==> src/rtl/hb_guard_pkg.sv <==
package hb_guard_pkg;

    typedef enum logic [1:0] {
        OC_IDLE    = 2'd0,
        OC_TIMING  = 2'd1,
        OC_TRIPPED = 2'd2
    } oc_state_e;

    localparam int STAT_W   = 16;
    localparam int STAT_TW  = 0;
    localparam int STAT_STA = 12;
    localparam int STAT_OCD = 13;
    localparam int STAT_PSF = 15;

endpackage

==> src/rtl/hb_fault_latch.sv <==
module hb_fault_latch (
    input  logic clk,
    input  logic rst_n,
    input  logic set_i,
    input  logic clr_i,
    output logic q_o
);

    // a set in the same cycle as a clear wins, so a live fault re-latches
    always_ff @(posedge clk or negedge rst_n) begin
        if (!rst_n) q_o <= 1'b0;
        else        q_o <= set_i | (q_o & ~clr_i);
    end

endmodule

==> src/rtl/hb_oc_timer.sv <==
module hb_oc_timer
    import hb_guard_pkg::*;
#(
    parameter int LONG_DLY  = 200,
    parameter int SHORT_DLY = 25
) (
    input  logic clk,
    input  logic rst_n,
    input  logic oc_i,
    input  logic fast_i,
    input  logic clr_i,
    output logic trip_o
);

    localparam int MAX_DLY = (LONG_DLY > SHORT_DLY) ? LONG_DLY : SHORT_DLY;
    localparam int CW      = $clog2(MAX_DLY + 1);

    oc_state_e       state_q, state_d;
    logic [CW-1:0]   cnt_q, cnt_d;
    logic [CW-1:0]   lim_q, lim_d;

    always_ff @(posedge clk or negedge rst_n) begin
        if (!rst_n) begin
            state_q <= OC_IDLE;
            cnt_q   <= '0;
            lim_q   <= CW'(LONG_DLY);
        end else begin
            state_q <= state_d;
            cnt_q   <= cnt_d;
            lim_q   <= lim_d;
        end
    end

    always_comb begin
        state_d = state_q;
        cnt_d   = cnt_q;
        lim_d   = lim_q;
        unique case (state_q)
            OC_IDLE: begin
                if (oc_i) begin
                    state_d = OC_TIMING;
                    cnt_d   = CW'(1);
                    lim_d   = fast_i ? CW'(SHORT_DLY) : CW'(LONG_DLY);
                end
            end
            OC_TIMING: begin
                if (!oc_i) begin
                    state_d = OC_IDLE;
                    cnt_d   = '0;
                end else if (cnt_q == lim_q - CW'(1)) begin
                    state_d = OC_TRIPPED;
                end else begin
                    cnt_d   = cnt_q + CW'(1);
                end
            end
            OC_TRIPPED: begin
                if (clr_i && !oc_i) begin
                    state_d = OC_IDLE;
                    cnt_d   = '0;
                end
            end
            default: begin
                state_d = OC_IDLE;
                cnt_d   = '0;
            end
        endcase
    end

    always_comb begin
        trip_o = (state_q == OC_TRIPPED);
    end

endmodule

==> src/rtl/hb_guard.sv <==
module hb_guard
    import hb_guard_pkg::*;
#(
    parameter int NUM_CH    = 3,
    parameter int LONG_DLY  = 200,
    parameter int SHORT_DLY = 25
) (
    input  logic                  clk,
    input  logic                  rst_n,
    input  logic [2*NUM_CH-1:0]   drv_cmd,
    input  logic                  ovlo_sel,
    input  logic                  oc_fast,
    input  logic                  clr_stb,
    input  logic [NUM_CH-1:0]     oc_flag,
    input  logic                  sup_ov,
    input  logic                  sup_uv,
    input  logic [NUM_CH-1:0]     tw_flag,
    input  logic [NUM_CH-1:0]     tsd_flag,
    output logic [NUM_CH-1:0]     gate_hi,
    output logic [NUM_CH-1:0]     gate_lo,
    output logic [STAT_W-1:0]     stat_word
);

    localparam int MAP_W = 2 * NUM_CH;

    logic [NUM_CH-1:0] both_req;
    logic [NUM_CH-1:0] sta_q;
    logic [NUM_CH-1:0] trip;
    logic              psf_q, tw_q, tsd_q;
    logic              global_off;

    hb_fault_latch u_psf (
        .clk(clk), .rst_n(rst_n), .set_i(sup_ov | sup_uv),
        .clr_i(clr_stb), .q_o(psf_q));

    hb_fault_latch u_tw (
        .clk(clk), .rst_n(rst_n), .set_i(|tw_flag),
        .clr_i(clr_stb), .q_o(tw_q));

    hb_fault_latch u_tsd (
        .clk(clk), .rst_n(rst_n), .set_i(|tsd_flag),
        .clr_i(clr_stb), .q_o(tsd_q));

    assign global_off = sup_uv | (sup_ov & ovlo_sel) | tsd_q | (|tsd_flag);

    for (genvar ch = 0; ch < NUM_CH; ch++) begin : g_ch
        logic want_lo, want_hi, blocked;

        assign want_lo      = drv_cmd[2*ch];
        assign want_hi      = drv_cmd[2*ch+1];
        assign both_req[ch] = want_lo & want_hi;

        // any pending leg attempt keeps the clear from taking effect
        hb_fault_latch u_sta (
            .clk(clk), .rst_n(rst_n), .set_i(both_req[ch]),
            .clr_i(clr_stb & ~(|both_req)), .q_o(sta_q[ch]));

        hb_oc_timer #(
            .LONG_DLY (LONG_DLY),
            .SHORT_DLY(SHORT_DLY)
        ) u_oc (
            .clk(clk), .rst_n(rst_n), .oc_i(oc_flag[ch]),
            .fast_i(oc_fast), .clr_i(clr_stb), .trip_o(trip[ch]));

        assign blocked     = global_off | sta_q[ch] | trip[ch] | both_req[ch];
        assign gate_lo[ch] = want_lo & ~blocked;
        assign gate_hi[ch] = want_hi & ~blocked;
    end

    always_comb begin
        stat_word = '0;
        for (int ch = 0; ch < NUM_CH; ch++) begin
            stat_word[2*ch+1] = gate_lo[ch];
            stat_word[2*ch+2] = gate_hi[ch];
        end
        stat_word[STAT_TW]  = tw_q;
        stat_word[STAT_STA] = |sta_q;
        stat_word[STAT_OCD] = |trip;
        stat_word[STAT_PSF] = psf_q;
    end

    // every driver bit must land below the shoot-through bit
    if (MAP_W + 1 > STAT_STA) begin : g_bad_cfg
        initial $error("hb_guard: NUM_CH too large for status layout");
    end

endmodule

==> config.mk <==
export PLATFORM = sky130hd
export DESIGN_NAME = hb_guard
export DESIGN_NICKNAME = d
export VERILOG_FILES = /design/src/rtl/hb_guard_pkg.sv /design/src/rtl/hb_fault_latch.sv /design/src/rtl/hb_oc_timer.sv /design/src/rtl/hb_guard.sv
export SDC_FILE = /design/constraint.sdc
export NUM_CORES = 1
export LEC_CHECK = 0
export ABC_AREA = 1
export CAP_MARGIN = 15
export CORE_ASPECT_RATIO = 0.9
export CORE_MARGIN = 5
export CORE_UTILIZATION = 50
export CTS_CLUSTER_SIZE = 28
export DETAILED_ROUTE_END_ITERATION = 8
export MAX_ROUTING_LAYER = met4
export PLACE_DENSITY = 0.85
export SYNTH_ARGS = -nofsm -noshare
export SYNTH_HDL_FRONTEND = slang
export SYNTH_HIERARCHICAL = 1
export SYNTH_SLANG_ARGS = --single-unit
==> constraint.sdc <==
create_clock -name clk -period 1.2 [get_ports clk]
set_input_delay 0.12 -clock clk [delete_from_list [all_inputs] [get_ports clk]]
set_output_delay 0.12 -clock clk [all_outputs]
set_load 0.005 [all_outputs]
==> impl_metrics.ini <==
[outcome]
outcome = complete, but fails checks
violations = negative setup slack

[timing]
finClkSkew_ns = 0.0162
rsz0062_at_grt = true
timing.final.crit_period_ns = 1.54
max_clock_freq_mhz = 648
setup_violations = 47
finalHoldViolations = 0
min_period_over_period_pct = 129
setup_slack_ns = -0.342
finalSetupTns_ns = -10.75
final-max-slew-violation-count = 0

[setup_path]
cp_num_buf_inv = 4
crit_family = simple AND/OR/NAND/NOR gates
slowest_stage = dfrtp_1
path_common_cell = inv_2
cp_cell_sequence = inv_2, buf_4, nor2_4, inv_2, nor2_4, inv_2, o21ai_2, nand3_2, nand2_1
worstPathArrival_ns = 1.79
start_kind = register
criticalPathCategory = register to register
crit_path_max_incr_delay_ns = 0.36
worstPathRequired_ns = 1.44
critPathCaptureType = register
cp_max_fo = 3

[synthesis]
synth_cell_types = 25
synthFlopType = dfrtp_1
async_reset_ff_share_pct = 100
yosysTopAreaCell = dfrtp_1
synthTopCellsByArea = dfrtp_1, nand2_1, nand3_1
yosysWarningCount = 6
avgSynthCellArea_sq_um = 6.96
synth_top_cell_area_share_pct = 31.7
synth_edf_count = 0
syn_inst = 442
syn_area_sq_um = 3080
ys_seq_area_share_pct = 34.3
ys_ff_latch = 42

[cts]
cts_tree = done
path_clk_slew_ns = 0.10
htreeDepth = 2
cts_sinks = 42
clock-root-buffer = clkbuf_8
insertion_delay_ns = 0.31
cts_buffers = 5
clk_path_buf_depth = 2

[global_route]
antenna_found_initial = 0
grt_pass1_wl_mm = 16.3
globalRouteOverflowTotal = 0
grt_pass1_vias = 3417
grt_max_degree = 20
grt_usage_pct = 26.9

[layout]
drive_above_1_share_pct = 47.9
area_delta_synth_final_pct = 57.9
final_cell_mix = nand2_1, buf_4, inv_1, nand3_1, dfrtp_1
fillers = 325
final_common_cell = nand2_1
final_nets = 609
seq_area_sq_um = 1060
diodes = 0
multi_input_area_sq_um = 2100

[die]
die_w_um = 92.7
die_area_sq_um = 7830
row_count = 27
start_util_pct = 50.9
die_h_um = 84.4
core_area_sq_um = 6050
io_pins = 44

[job]
maxCapViolCount = 0

[drt]
vias_per_cell = 5.84
vias = 3834
routed_wl_mm = 11.9
drt_drc_violations_left = 0
drtIter0Drc = 281
routedWlPerCell_um = 18.2
drtAntennaViolNets = 0
dr.pass1.iters = 5

[place]
dp_hpwl_mm = 6.29
gp_congestion = 0.944
io_buffers = 37

[worst_hold_path]
hold_path_class = primary input to async pin

[power_and_ir_drop]
ir_worst_vdd_mv = 1.20
cellLeakagePower_uw = 0.00245
p_per_area_nw_per_um2 = 1860
finalPower_uw = 9020
[cell families after synthesis]
kind of cell,share of synthesized area [%]
AOI/OAI and AO/OA,5.73
other,0.122
DFF,34.3
and+or+nand+nor,45.2
adders and majority gates,1.22
buffers and inverters,13.4
[final cells by class]
class | count | area share [%]
clock buffer | 7 | 1.78
clock inverter | 1 | 0.618
inverter | 76 | 6.02
multi-input combinational | 318 | 43.2
sequential | 42 | 21.8
tap | 72 | 1.85
timing repair buffer | 141 | 24.7
[registers in the layout, summed over array words and instances, names as in the netlist]
register,cells
g_ch.u_oc/lim_q,6
g_ch.u_sta/q_o,3
g_ch.u_oc/cnt_q,24
u_tw/q_o,1
g_ch.u_oc/state_q,6
u_tsd/q_o,1
u_psf/q_o,1
[per-stage QoR]
| step | hold WS [ns] | instances | worst slack [ns] | util (%) | area, sq um |
|---|---|---|---|---|---|
| floorplan | -0.176 | 447 | 0.0210 | - | 3100 |
| global placement | 0.0941 | 614 | -0.516 | 66.1 | 4000 |
| detailed placement | 0.0945 | 614 | -0.576 | 66.1 | 4000 |
| CTS | 0.307 | 637 | -0.308 | 72.8 | 4400 |
| global route | 0.309 | 657 | -0.427 | 80.4 | 4860 |
| finish | 0.295 | 657 | -0.342 | 80.4 | 4860 |
[power by group]
group	switching, uW	internal [uW]	leakage, uW	total, uW
clock network	578	681	0.0000585	1260
logic	3150	2520	0.00186	5670
registers	334	1750	0.000531	2090
total	4060	4950	0.00245	9020
[synthesized netlist by cell type, types with 6 or more instances]
library cell / count
nand2_1: 118
nand3_1: 68
inv_1: 61
dfrtp_1: 39
nor2_1: 38
buf_4: 17
inv_2: 15
nor2_2: 10
nand2_2: 9
nand2_4: 9
nand4_1: 9
nor2_4: 9
o21ai_0: 6
o21ai_1: 6
o21bai_1: 6
[metal layers]
| metal | share of wire [%] | wire length [um] | vias up | GRT usage, % |
|---|---|---|---|---|
| met5 | 0 | 0 | - | - |
| met4 | 7.6 | 909 | 0 | 9.72 |
| met3 | 9.5 | 1140 | 115 | 4.93 |
| met2 | 49 | 5880 | 311 | 47.0 |
| met1 | 34 | 4010 | 1739 | 30.6 |
| li1 | - | - | 1669 | - |
[path summary, 6_finish.rpt]
check                                                    start                             endpoint  slack [ns]  depth (start not counted)
max                        g_ch[0].u_oc/state_q[0]$_DFFE_PN0P_    g_ch[0].u_oc/cnt_q[0]$_DFFE_PN0P_       -0.34                          9
min                                                      rst_n  g_ch[1].u_oc/state_q[1]$_DFFE_PN0P_        0.29                          2
max reg2reg                g_ch[0].u_oc/state_q[0]$_DFFE_PN0P_    g_ch[0].u_oc/cnt_q[0]$_DFFE_PN0P_       -0.34                          9
min reg2reg                                u_psf/q_o$_DFF_PN0_                  u_psf/q_o$_DFF_PN0_        0.48                          2
max in group asynchronous                                rst_n    g_ch[2].u_oc/cnt_q[0]$_DFFE_PN0P_        0.37                          3
min in group clk                           u_psf/q_o$_DFF_PN0_                  u_psf/q_o$_DFF_PN0_        0.48                          2
[what timing repair did]
item / in CTS / in global routing
endpoints found under the setup margin: 51 / 50
resized for setup: 129 / 78
pin swaps: 40 / 44
setup buffers: 12 / 24
cloned: 5 / 1
endpoints found under the hold margin: 12 / 0
hold buffers: 1 / 0
(Power assumes the default switching activity.)
